==> config.mk <==
export PLATFORM = sky130hd
export DESIGN_NAME = bkpt_ack_ctrl
export DESIGN_NICKNAME = d
export VERILOG_FILES = /design/src/rtl/bkpt_pkg.sv /design/src/rtl/bkpt_decode.sv /design/src/rtl/bkpt_timeout.sv /design/src/rtl/bkpt_seq.sv /design/src/rtl/bkpt_ack_ctrl.sv
export SDC_FILE = /design/constraint.sdc
export NUM_CORES = 1
export LEC_CHECK = 0
export ABC_AREA = 1
export BUFFER_PORTS_ARGS = -buffer_cell sky130_fd_sc_hd__buf_2
export CAP_MARGIN = 10
export CORE_MARGIN = 2
export CORE_UTILIZATION = 44
export CTS_BUF_LIST = sky130_fd_sc_hd__clkbuf_8
export CTS_CLUSTER_SIZE = 20
export DETAILED_ROUTE_END_ITERATION = 12
export PLACE_DENSITY = 0.79
export SLEW_MARGIN = 20
export SYNTH_ARGS = -nofsm -noshare
export SYNTH_HDL_FRONTEND = slang
export SYNTH_HIERARCHICAL = 1
export SYNTH_SLANG_ARGS = --single-unit
==> constraint.sdc <==
create_clock -name clk -period 1.5 [get_ports clk]
set_clock_uncertainty 0.05 [all_clocks]
set_input_delay 0.15 -clock clk [delete_from_list [all_inputs] [get_ports clk]]
set_output_delay 0.15 -clock clk [all_outputs]
set_load 0.05 [all_outputs]
==> src/rtl/bkpt_pkg.sv <==
package bkpt_pkg;

    localparam int OP_W  = 16;
    localparam int NUM_W = 3;
    localparam int FC_W  = 3;

    localparam logic [OP_W-1:0] BKPT_BASE = 16'h4848;
    localparam logic [OP_W-1:0] BKPT_MASK = 16'hFFF8;
    localparam logic [FC_W-1:0] FC_CPU    = 3'b111;

    typedef enum logic [2:0] {
        ST_IDLE,
        ST_BUS_REQ,
        ST_WAIT_TERM,
        ST_INJECT,
        ST_EXCEPT
    } bk_state_e;

    typedef struct packed {
        logic             hit;
        logic [NUM_W-1:0] num;
    } bk_hit_t;

    typedef struct packed {
        logic berr;
        logic ack;
    } bk_term_t;

    function automatic logic is_bkpt(input logic [OP_W-1:0] op);
        return (op & BKPT_MASK) == BKPT_BASE;
    endfunction

endpackage

==> src/rtl/bkpt_decode.sv <==
module bkpt_decode
    import bkpt_pkg::*;
(
    input  logic            valid,
    input  logic            subst,
    input  logic [OP_W-1:0] opcode,
    output bk_hit_t         hit
);
    always_comb begin
        hit.hit = valid && !subst && is_bkpt(opcode);
        hit.num = opcode[NUM_W-1:0];
    end
endmodule

==> src/rtl/bkpt_timeout.sv <==
module bkpt_timeout #(
    parameter int LIMIT = 256
) (
    input  logic clk,
    input  logic rst,
    input  logic run,
    output logic expired
);
    localparam int CW = (LIMIT > 1) ? $clog2(LIMIT) : 1;
    localparam logic [CW-1:0] LAST = CW'(LIMIT - 1);

    logic [CW-1:0] cnt;

    assign expired = run && (cnt == LAST);

    always_ff @(posedge clk) begin
        if (rst || !run) begin
            cnt <= '0;
        end else if (!expired) begin
            cnt <= cnt + 1'b1;
        end
    end
endmodule

==> src/rtl/bkpt_seq.sv <==
module bkpt_seq
    import bkpt_pkg::*;
#(
    parameter int DW = 16
) (
    input  logic             clk,
    input  logic             rst,
    input  bk_hit_t          hit,
    input  bk_term_t         term,
    input  logic [DW-1:0]    rdata,
    input  logic             expired,
    output bk_state_e        state,
    output logic [NUM_W-1:0] num_q,
    output logic [DW-1:0]    data_q
);
    bk_state_e nxt;

    always_comb begin
        nxt = state;
        unique case (state)
            ST_IDLE:      if (hit.hit) nxt = ST_BUS_REQ;
            ST_BUS_REQ:   nxt = ST_WAIT_TERM;
            ST_WAIT_TERM: begin
                if (term.berr)     nxt = ST_EXCEPT;
                else if (term.ack) nxt = ST_INJECT;
                else if (expired)  nxt = ST_EXCEPT;
            end
            ST_INJECT:    nxt = ST_IDLE;
            ST_EXCEPT:    nxt = ST_IDLE;
            default:      nxt = ST_IDLE;
        endcase
    end

    always_ff @(posedge clk) begin
        if (rst) begin
            state  <= ST_IDLE;
            num_q  <= '0;
            data_q <= '0;
        end else begin
            state <= nxt;
            if (state == ST_IDLE && hit.hit) begin
                num_q <= hit.num;
            end
            if (state == ST_WAIT_TERM && !term.berr && term.ack) begin
                data_q <= rdata;
            end
        end
    end
endmodule

==> src/rtl/bkpt_ack_ctrl.sv <==
module bkpt_ack_ctrl
    import bkpt_pkg::*;
#(
    parameter int AW      = 32,
    parameter int DW      = 16,
    parameter int TIMEOUT = 256,
    parameter int NUM_LSB = 2
) (
    input  logic          clk,
    input  logic          rst,
    input  logic          dec_valid,
    input  logic [15:0]   dec_opcode,
    input  logic          dec_subst,
    output logic          dec_stall,
    output logic          bus_req,
    output logic [AW-1:0] bus_addr,
    output logic [2:0]    bus_fc,
    input  logic [DW-1:0] bus_rdata,
    input  logic          bus_ack,
    input  logic          bus_berr,
    output logic          inj_valid,
    output logic [DW-1:0] inj_opcode,
    output logic          exc_req
);
    localparam int NUM_MSB = NUM_LSB + NUM_W - 1;

    bk_hit_t          hit;
    bk_term_t         term;
    bk_state_e        state;
    logic [NUM_W-1:0] num_q;
    logic [DW-1:0]    data_q;
    logic             expired;
    logic             waiting;

    assign term.berr = bus_berr;
    assign term.ack  = bus_ack;
    assign waiting   = (state == ST_WAIT_TERM);

    bkpt_decode u_dec (
        .valid  (dec_valid),
        .subst  (dec_subst),
        .opcode (dec_opcode),
        .hit    (hit)
    );

    bkpt_timeout #(.LIMIT(TIMEOUT)) u_tmo (
        .clk     (clk),
        .rst     (rst),
        .run     (waiting),
        .expired (expired)
    );

    bkpt_seq #(.DW(DW)) u_seq (
        .clk     (clk),
        .rst     (rst),
        .hit     (hit),
        .term    (term),
        .rdata   (bus_rdata),
        .expired (expired),
        .state   (state),
        .num_q   (num_q),
        .data_q  (data_q)
    );

    assign bus_req = (state == ST_BUS_REQ) || waiting;
    assign bus_fc  = bus_req ? FC_CPU : '0;

    for (genvar i = 0; i < AW; i++) begin : g_addr
        if (i >= NUM_LSB && i <= NUM_MSB) begin : g_num
            assign bus_addr[i] = bus_req & num_q[i - NUM_LSB];
        end else begin : g_zero
            assign bus_addr[i] = 1'b0;
        end
    end

    assign inj_valid  = (state == ST_INJECT);
    assign inj_opcode = inj_valid ? data_q : '0;
    assign exc_req    = (state == ST_EXCEPT);
    assign dec_stall  = (state != ST_IDLE) || hit.hit;
endmodule

# Yosys cells after proc, flatten, opt, wreduce, memory -nomap -nowiden
# Cells that the tools add are included.
[word_totals] regBits=30 latch_bits=0 ramBits=0 mem_bits_ro=0 in_bits=38 out_inout_bits=55 elab_cells=38 n_memories=0
[op_classes] n_addsub=1 multipliers=0 n_div=0 n_lt_le_gt_ge=0 n_eq_ne=8 n_shift=0 mux=7 n_bitwise=3 reduce_logical=15
[op_table] cell="$mux 16" n=1
[op_table] cell="$mux 3" n=5
[op_table] cell="$eq 13x12->1 const B" n=1
[op_table] cell="$pmux 3 s3" n=1
[op_table] cell="$add 8x1->8 const B" n=1
[op_table] cell="$eq 8x8->1 const B" n=1
[op_table] cell="$eq 3x2->1 const B" n=2
[op_table] cell="$logic_and 1x1->1" n=6
[op_table] cell="$ne 4x4->1 const B" n=1
[op_table] cell="$and 1x1->1" n=3
[op_table] cell="$eq 3x1->1 const B" n=1
[op_table] cell="$eq 3x3->1 const B" n=1
[op_table] cell="$logic_not 1->1" n=3
[op_table] cell="$logic_not 3->1" n=1
[op_table] cell="$logic_or 1x1->1" n=3
[op_table] cell="$reduce_bool 3->1" n=1
[op_table] cell="$ne 2x2->1 const B" n=1
[op_table] cell="$reduce_and 2->1" n=1

# Depth between registers and ports, before layout
# Gate-level depths: netlist of the first run.
[depth] word_depth=6 mapped_depth=12 ltp_nobuf=12

# Hierarchy
# The synthesis of the first run kept the hierarchy.
[by_module_without_submodules] mod="bkpt_seq" n_inst=1 cells_per_inst=149 area_per_inst_um2=1038.5 seq_area_each_um2=440.4
[by_module_without_submodules] mod="bkpt_ack_ctrl" n_inst=1 cells_per_inst=83 area_per_inst_um2=462.9 seq_area_each_um2=0.0
[by_module_without_submodules] mod="bkpt_timeout" n_inst=1 cells_per_inst=59 area_per_inst_um2=424.2 seq_area_each_um2=160.2
[by_module_without_submodules] mod="bkpt_decode" n_inst=1 cells_per_inst=28 area_per_inst_um2=116.4 seq_area_each_um2=0.0

# Least setup slack after synthesis of the first run
# OpenSTA, ideal clock, no wires.
[synth_path] path_type="register to output" start="register u_seq.state[1]" end="output inj_opcode[1]" arrival_time_ps=1808 t_required_ps=1300 slack_ps=-508 path_stages_with_launch=6 n_path_buf=1 path_cell_list="dfxtp_1 > nand2_2 > nor2_4 > inv_2 > buf_6 > nor2_1"
[synth_via] elab_chain_len=2
[synth_lines] element="start: declaration" line="bkpt_seq.sv:12" rtl="output bk_state_e state,"
[synth_lines] element="start signal: assignment" line="bkpt_seq.sv:40" rtl="state <= nxt;"
[synth_lines] element="$eq 3x2->1" line="bkpt_ack_ctrl.sv:76" rtl="assign inj_valid = (state == ST_INJECT);"
[synth_lines] element="named net inj_valid" line="bkpt_ack_ctrl.sv:21" rtl="output logic inj_valid,"
[synth_lines] element="$mux 16" line="bkpt_ack_ctrl.sv:77" rtl="assign inj_opcode = inj_valid ? data_q : '0;"
[synth_lines] element="end: declaration" line="bkpt_ack_ctrl.sv:22" rtl="output logic [DW-1:0] inj_opcode,"
# The timed path passes the listed nets, and every way through them passes these cells.

# Worst setup path in the final report of the first run
[layout_path] start="register u_seq.state[0]" end="output inj_opcode[14]"
[layout_via] elab_chain_len=2
[layout_lines] element="$eq 3x2->1" line="bkpt_ack_ctrl.sv:76"
[layout_lines] element="$mux 16" line="bkpt_ack_ctrl.sv:77"
# Every way passes these cells.

==> flow_results.org, run 1 <==
** Outcome
- The run finished, with violations left.
- The final reports fail on setup timing.

** Pwr
- Overall Power :: around 1.6 mW
- For this design the ratio of total power to cell area is 584 mW/mm^2.
- Largest vdd supply drop :: between 500 and 600 uV
- In this run the static leakage power is approximately 1.4 nW.

** Yosys
- Avg Cell Area, Syn :: around 6.4 sq um
- By count the netlist is led by inv_1 (63), nand2_1 (61), nor2_1 (60).
- The share of the Yosys chip area taken by registers is 0.294.
- For this run, the leading register cell type out of synthesis is dfxtp_1.
- Sorting the synthesized cells by area gives the leading types as dfxtp_1 (29%), buf_4 (13%), inv_1 (12%).
- The share of synthesized area in the top cell type comes to 0.294.
- In the post-synthesis netlist, the cell with the most instances is inv_1.
- In this run, synthesis produced a sequential element count of 30.
- Yosys printed 6 warnings.
- In this run, synthesis inferred 0 flip-flops with an integrated enable.
- Cell type with the largest total area after synthesis :: dfxtp_1
- Cell count after synthesis :: 319
- Yosys mapped the design onto 26 distinct sky130hd cell types.
- Fraction of registers with async set/reset :: 0
- Synthesized cell area :: 0.00204 sq mm

** Clock network
- Counting every sink on the clock net gives 30.
- Clock slew at reported path FFs :: 0.06 ns
- Depth of the CTS H-tree :: 2
- TritonCTS built the clock tree.
- TritonCTS created 5 clock buffers.
- In this run the clock root is driven by a clkbuf_8.
- Clock latency on the worst-skew pair :: 0.28 ns
- In this run the deepest clock path goes through 2 buffers.

** Setup path
- Start-to-end type of the worst setup path :: reg -> out
- The critical path starts at u_seq/state[0]$_SDFFE_PP0P_.
- Arrival time at the worst endpoint :: between 1 and 1.5 ns
- Setup crit end kind :: output port
- Along the worst path, the maximum fanout reaches 8.
- Beginning of the worst register-to-register path :: u_seq/state[2]$_SDFFE_PP0P_
- The worst setup path is launched from a register.
- Required time at the endpoint of the critical path :: 1.30 ns

** Final layout
- Of the cells placed in the final design, the portion with a size suffix greater than 1 is 0.375.
- Nets :: 431
- The filler cells instantiated in the layout total 383.
- The repair_antennas step left the layout with diodes totalling 0.
- Summing all flip-flop and latch instances after layout gives 611 sq um.
- Final Cell Area :: 0.00282 sq mm
- Multi-input logic area :: 0.00116 sq mm
- The area growth from synthesis to layout is 38.0%.

** Detailed routing
- Remaining DRCs :: 0
- After detailed routing, the average wire length per cell comes to slightly above 10 um.
- Routed via count divided by cell count :: around 4.4
- The count of nets left with antenna violations once routing finished came out at 0.
- The first detailed-routing pass ran for 5 iterations.
- Number of design-rule violations left by the first detailed-router iteration :: 88
- Detailed-route via count :: 1944
- The final layout contains routed wiring with a total length of about 4500 um.

** Placed design
- Routability cong. :: 0.787
- Number of input and output port buffers inserted :: 63
- The wire-length estimate of the detail-placed layout is 2960 um.
- Post-placement cell area :: around 0.0024 sq mm
- Worst slack at placement :: 0.00408 ns

** Timing
- The max-slew violation count was 0.
- For the finished layout, the period the worst path requires is 1.54 ns.
- RSZ-0062 raised after global routing :: true
- Post-route setup slack :: -0.0433 ns
- Setup-failing EPs final :: 8
- Final Cycle Share :: 1.03
- Transition time at the pin with the least slew margin :: around 0.54 ns
- Timing would allow up to ~0.65 GHz.
- Worst slew slack as a fraction of its limit :: 0.643
- The count of endpoints failing hold in the final timing report was 0.

** GRT
- Number of global-route vias before repair :: 1634
- Entering global routing, the biggest net connects 24 pins.
- Antenna violations before repair :: 0
- Global route total overflow :: 0
- For this run, the total global-route usage over all layers was measured as 0.164.
- The first global-routing pass estimated 6790 um of wire.

** Floorplanning
- In this run the vertical extent of the chip is 72.1 um.
- The floorplan step defined a die boundary enclosing 0.00520 sq mm.
- Initial cell density of the core :: 0.463
- Floorplan die width :: 72.1 um
- The floorplan step defined a core boundary enclosing 0.00441 sq mm.
- Row generation in the floorplan step produced 24 rows.
- Top-level port count :: 93

** Worst hold path
- Start point of the worst min-delay path :: dec_opcode[1]
- The tightest min-delay check is of the in -> reg type.

** Flow run
- Max-cap violations in this run came to 0.
placed cells by master, fill, tap and decap left out, types with 3 or more instances in the layout:
| cell type | instances |
|---|---|
| nand2_1 | 57 |
| dfxtp_1 | 26 |
| nand2_4 | 5 |
| nand2_2 | 10 |
| conb_1 | 29 |
| inv_1 | 65 |
| buf_2 | 39 |
| buf_4 | 12 |
| buf_6 | 19 |
| clkbuf_8 | 5 |
| nor2_2 | 15 |
| o21ai_0 | 3 |
| nor3_2 | 3 |
| a21oi_1 | 5 |
| nor2_1 | 44 |
| nor2_4 | 22 |
| nand3_1 | 8 |
registers in the layout, indices dropped and copies added, names as in the netlist:
register      flops
u_seq/num_q       3
u_tmo/cnt         8
u_seq/state       3
u_seq/data_q     16
worst max-delay path, cell delays in order (launching register included):
cell and delay, ns:
dfxtp_4 0.40, nand2_4 0.08, nor2_4 0.10, buf_12 0.15, inv_12 0.06, nor2_4 0.12, buf_8 0.16
logic make-up (layout without fill, tap and decap cells):
family | count (synthesis) | after routing | share of synthesized area
other cells | 1 | 29 | 0.00184
fa+ha+maj | 1 | 1 | 0.00613
flops | 30 | 30 | 0.294
compound gates | 12 | 12 | 0.0306
simple gates | 170 | 170 | 0.387
buf+inv | 105 | 150 | 0.281
worst paths after layout:
check	slack (ns)	cells after the start	to
setup / recovery	-0.04	6	inj_opcode[14]
hold / removal	0.06	3	u_seq/num_q[1]$_SDFFE_PP0P_
setup reg to reg	0.01	12	u_seq/state[1]$_SDFFE_PP0P_
hold reg to reg	0.42	2	u_seq/num_q[2]$_SDFFE_PP0P_
per-layer routing:
metal  vias up  track usage  routed length [um]
met5         -            0                   0
met4         0       0.0482                  44
met3         5       0.0403                 261
met2        71        0.306                2410
met1       857        0.181                1810
li1       1011            -                   -
layout make-up:
cell class	instances	share of cell area
clock buffer	5	0.0244
multi-input combinational	212	0.411
timing repair buffer	77	0.222
inverter	65	0.0928
tap	52	0.0231
clock inverter	2	0.00266
timing repair inverter	1	0.00710
sequential	30	0.217
where the power goes:
group	internal, mW	total, mW	switching [mW]	leakage, nW
Clock	0.305	0.588	0.283	0.0466
Sequential	0.793	0.794	0.000288	0.244
Combinational	0.0509	0.264	0.213	1.07
per-stage QoR:
stage | hold slack [ns] | instances | TNS (ns) | util
CTS | 0.0571 | 440 | -0.0304 | 0.615
floorplan | 0.163 | 347 | -0.622 | -
global placement | 0.353 | 427 | 0 | 0.539
global route | 0.0556 | 444 | -1.50 | 0.638
detailed placement | 0.353 | 427 | 0 | 0.539
finish | 0.0630 | 444 | -0.0950 | 0.638
what timing repair did:
action	4_1_cts	5_1_grt
setup buffers	5	2
gates cloned	1	2
pin swaps	4	4
setup endpoints to repair	25	34
hold buffers	0	0
resized for setup	60	12
Power figures use the tool's default switching activity.
==> run 2: changes to the inputs <==
--- a/config.mk
+++ b/config.mk
@@ -9,11 +9,12 @@
 export BUFFER_PORTS_ARGS = -buffer_cell sky130_fd_sc_hd__buf_2
 export CAP_MARGIN = 10
 export CORE_MARGIN = 2
-export CORE_UTILIZATION = 44
+export CORE_UTILIZATION = 52
 export CTS_BUF_LIST = sky130_fd_sc_hd__clkbuf_8
 export CTS_CLUSTER_SIZE = 20
 export DETAILED_ROUTE_END_ITERATION = 12
-export PLACE_DENSITY = 0.79
+export HOLD_SLACK_MARGIN = 0.1
+export PLACE_DENSITY = 0.87
 export SLEW_MARGIN = 20
 export SYNTH_ARGS = -nofsm -noshare
 export SYNTH_HDL_FRONTEND = slang
==> constraint.sdc (replaced) <==
create_clock -name clk -period 1.8 [get_ports clk]
set_clock_uncertainty 0.05 [all_clocks]
set_input_delay 0.18 -clock clk [delete_from_list [all_inputs] [get_ports clk]]
set_output_delay 0.18 -clock clk [all_outputs]
set_load 0.05 [all_outputs]
==> run 2 against run 1 <==
Clock power up 44%. Total power is 5.2% higher. Combinational power shrank 17%. Clock-buffer cell count is 1 higher. Hold slack improved by 0.056 ns. Routed wire length is 18% lower. Final area fell by 13%. Die area shrank 15%. The flow now finishes without violations. Largest cell class unchanged.
==> flow_results.org, run 2 (synthesis results as in run 1) <==
** Timing
- Tightest hold margin :: 0.119 ns (+0.0558 ns)
- Number of max-slew violations in the final report :: 0 (unchanged)
- For this run, the top clock speed supported by timing is about 0.58 GHz.
- After layout, the minimum clock period comes to 1.73 ns.
- Final Cycle Share :: 0.962
- The final setup violation count came to 0 (-8).
- Hold violation total from the final report :: 0 (unchanged)
- RSZ-0062 raised after global routing :: false

** Outcome
- Result of the run :: finished clean

** Setup path
- In this run the critical register-to-register path is launched from u_seq/state[2]$_SDFFE_PP0P_.
- Flop2flop setup slack :: 0.20 ns (+0.19 ns)
- The largest individual stage delay along the critical path comes from the cell dfxtp_1.
- End of the worst register-to-register path :: u_seq/state[1]$_SDFFE_PP0P_
- Worst path max stage delay :: 0.39 ns (about the same)
- The number of cells on the worst reg-to-reg path is 12 (unchanged).
- Cell-by-cell listing of the critical path :: inv_1 > nand2_1 > nor2_1 > buf_2
- The highest net fanout along the worst path is 5 (-3).
- The required time of the critical path came to 1.57 ns (+0.27 ns).
- The worst setup path is launched from a register.
- Arrival time at the worst endpoint :: 1.50 ns (+0.16 ns)
- The worst setup path is of the reg -> out kind.
- STA classifies the critical path endpoint as an output port.

** Worst hold path
- Endpoint, Worst Hold :: u_seq/num_q[2]$_SDFFE_PP0P_
- Hold/Removal Path Class :: in -> reg
- Cell depth of the worst min-delay path :: 3 (unchanged)
- In this run the most critical hold path is launched from dec_opcode[2].

** Clock network
- Clock slew at reported path FFs :: 0.07 ns (about the same)
- Number of buffers created by CTS :: 5 (unchanged)
- TritonCTS built the clock tree.
- Depth of the CTS H-tree :: 2 (unchanged)
- The tree is rooted in a clkbuf_8.
- Maximum number of buffers from clock root to sink :: 2 (unchanged)
- Number of clock sinks :: 30 (unchanged)
- Clock latency on the worst-skew pair :: 0.28 ns (about the same)

** Placed design
- The weighted congestion reported at the end of routability-driven placement is 0.796 (+1.1%).
- Number of input and output port buffers inserted :: 63 (unchanged)
- The final HPWL from detailed placement came to 2750 um (-7.2%).
- Post-placement cell area :: 0.00228 sq mm (-4.3%)

** Final layout
- The net count reported at finish was 418 (-3.0%).
- Multi-input logic area :: 0.00105 sq mm (-9.0%)
- Largest register FFs :: 16 (unchanged)
- Commonest non-fill, non-tap cells in the layout :: inv_1 (63), buf_2 (63), nand2_1 (61)
- Fraction of final layout cells sized beyond drive strength 1 :: 0.321 (-0.0539)
- The utilization after layout is 0.658 (+0.0199).
- Filler instances :: 339 (-11%)
- The sequential cell area in the final layout was 603 sq um (-1.2%).
- Final Cell Area :: 0.00245 sq mm (-13%)
- Register ranked first by flip-flop count :: u_seq/data_q
- Registers with the most flip-flops :: u_seq/data_q (16), u_tmo/cnt (8)
- Synthesis-to-finish area growth :: 19.8%
- Diode insertion count for antenna repair :: 0 (unchanged)

** GRT
- Global route total overflow :: 0 (unchanged)
- The global-route wire length before repair came to 5840 um (-14%).
- Antenna violations before repair :: 0 (unchanged)
- Pin count of the biggest net entering global routing :: 33 (+38%)
- Overall track demand over capacity in global routing :: 0.173 (+0.00896)
- The number of global-route vias before repair was 1397 (-15%).

** Pwr
- The total power divided by cell area came to 708 mW/mm^2 (+21%).
- Largest vdd supply drop :: 365 uV (-37%)
- Leak Pwr :: 1.25 nW (-8.2%)

** Floorplanning
- The number of placement rows came to 22 (-8.3%).
- Die area :: 0.00444 sq mm (-15%)
- The vertical die dimension is 66.7 um (-7.6%).
- The horizontal extent of the die came to 66.7 um (-7.6%).
- Initial cell density of the core :: 0.549 (+0.0869)
- The floorplan core area was 0.00372 sq mm (-16%).
- Top-level port count :: 93 (unchanged)

** Detailed routing
- The overall via count from detail_route is 1822 (-6.3%).
- Remaining DRCs :: 0 (unchanged)
- The via density per instance came to 4.26 (-2.8%).
- The number of detailed-route iterations in the first pass came to 5 (unchanged).
- Number of design-rule violations left by the first detailed-router iteration :: 69 (-22%)
- Sum of routed wire length over all layers :: 3710 um (-18%)
- DRT antenna net count :: 0 (unchanged)
- The per-cell routed wire length is 8.67 um (-15%).

** Flow run
- Maximum Capacitance Violations :: 0 (unchanged)
run 2: worst max-delay path by stage:
stage / start / to / depth (start not counted)
2_1_floorplan: u_seq/state[1]$_SDFFE_PP0P_ / bus_fc[0] / 3
3_3_place_gp: u_seq/state[1]$_SDFFE_PP0P_ / inj_opcode[7] / 5
3_5_place_dp: u_seq/state[1]$_SDFFE_PP0P_ / inj_opcode[7] / 5
4_1_cts: u_seq/state[0]$_SDFFE_PP0P_ / inj_opcode[4] / 5
5_1_grt: u_seq/state[2]$_SDFFE_PP0P_ / bus_fc[1] / 4
6_report: u_seq/state[2]$_SDFFE_PP0P_ / bus_fc[1] / 4
run 2: layout make-up:
type,count,area share
inverter,65,0.103
clock inverter,2,0.0246
tap,48,0.0246
multi-input combinational,212,0.431
timing repair buffer,65,0.137
clock buffer,6,0.0338
sequential,30,0.247
run 2: what timing repair did:
action	4_1_cts	5_1_grt
setup endpoints to repair	16	20
buffers inserted	0	0
pin swaps	0	0
gates resized for setup	2	1
hold buffers	2	0
hold endpoints to repair	2	0
run 2: per-stage QoR:
| step | power, mW | setup TNS (ns) | setup slack [ns] | std cells |
|---|---|---|---|---|
| finish | 1.73 | 0 | 0.0676 | 428 |
| global route | 1.80 | 0 | 0.000260 | 428 |
| CTS | 1.74 | 0 | 0.0376 | 428 |
| detailed placement | 0.895 | 0 | 0.168 | 418 |
| global placement | 0.893 | 0 | 0.205 | 418 |
| floorplan | 0.903 | -1.05 | -0.153 | 347 |
run 2: critical path, delay by kind of cell, from the launching register on:
kind / cells / cell delay [ns]
simple gates: 2 / 0.37
flops: 1 / 0.39
buf+inv: 2 / 0.47
run 2: layer usage:
metal	wire length, um	global-route usage	vias to the layer above
met1	1570	0.196	765
met2	1800	0.298	70
li1	-	-	981
met5	0	0	-
met3	290	0.0608	6
met4	55	0.0612	0
run 2: where the power goes:
| part | internal [mW] | switching [mW] | leakage (nW) |
|---|---|---|---|
| Sequential | 0.664 | 0.000244 | 0.243 |
| Combinational | 0.0444 | 0.176 | 0.939 |
| Clock | 0.590 | 0.257 | 0.0714 |
| Total | 1.30 | 0.433 | 1.25 |
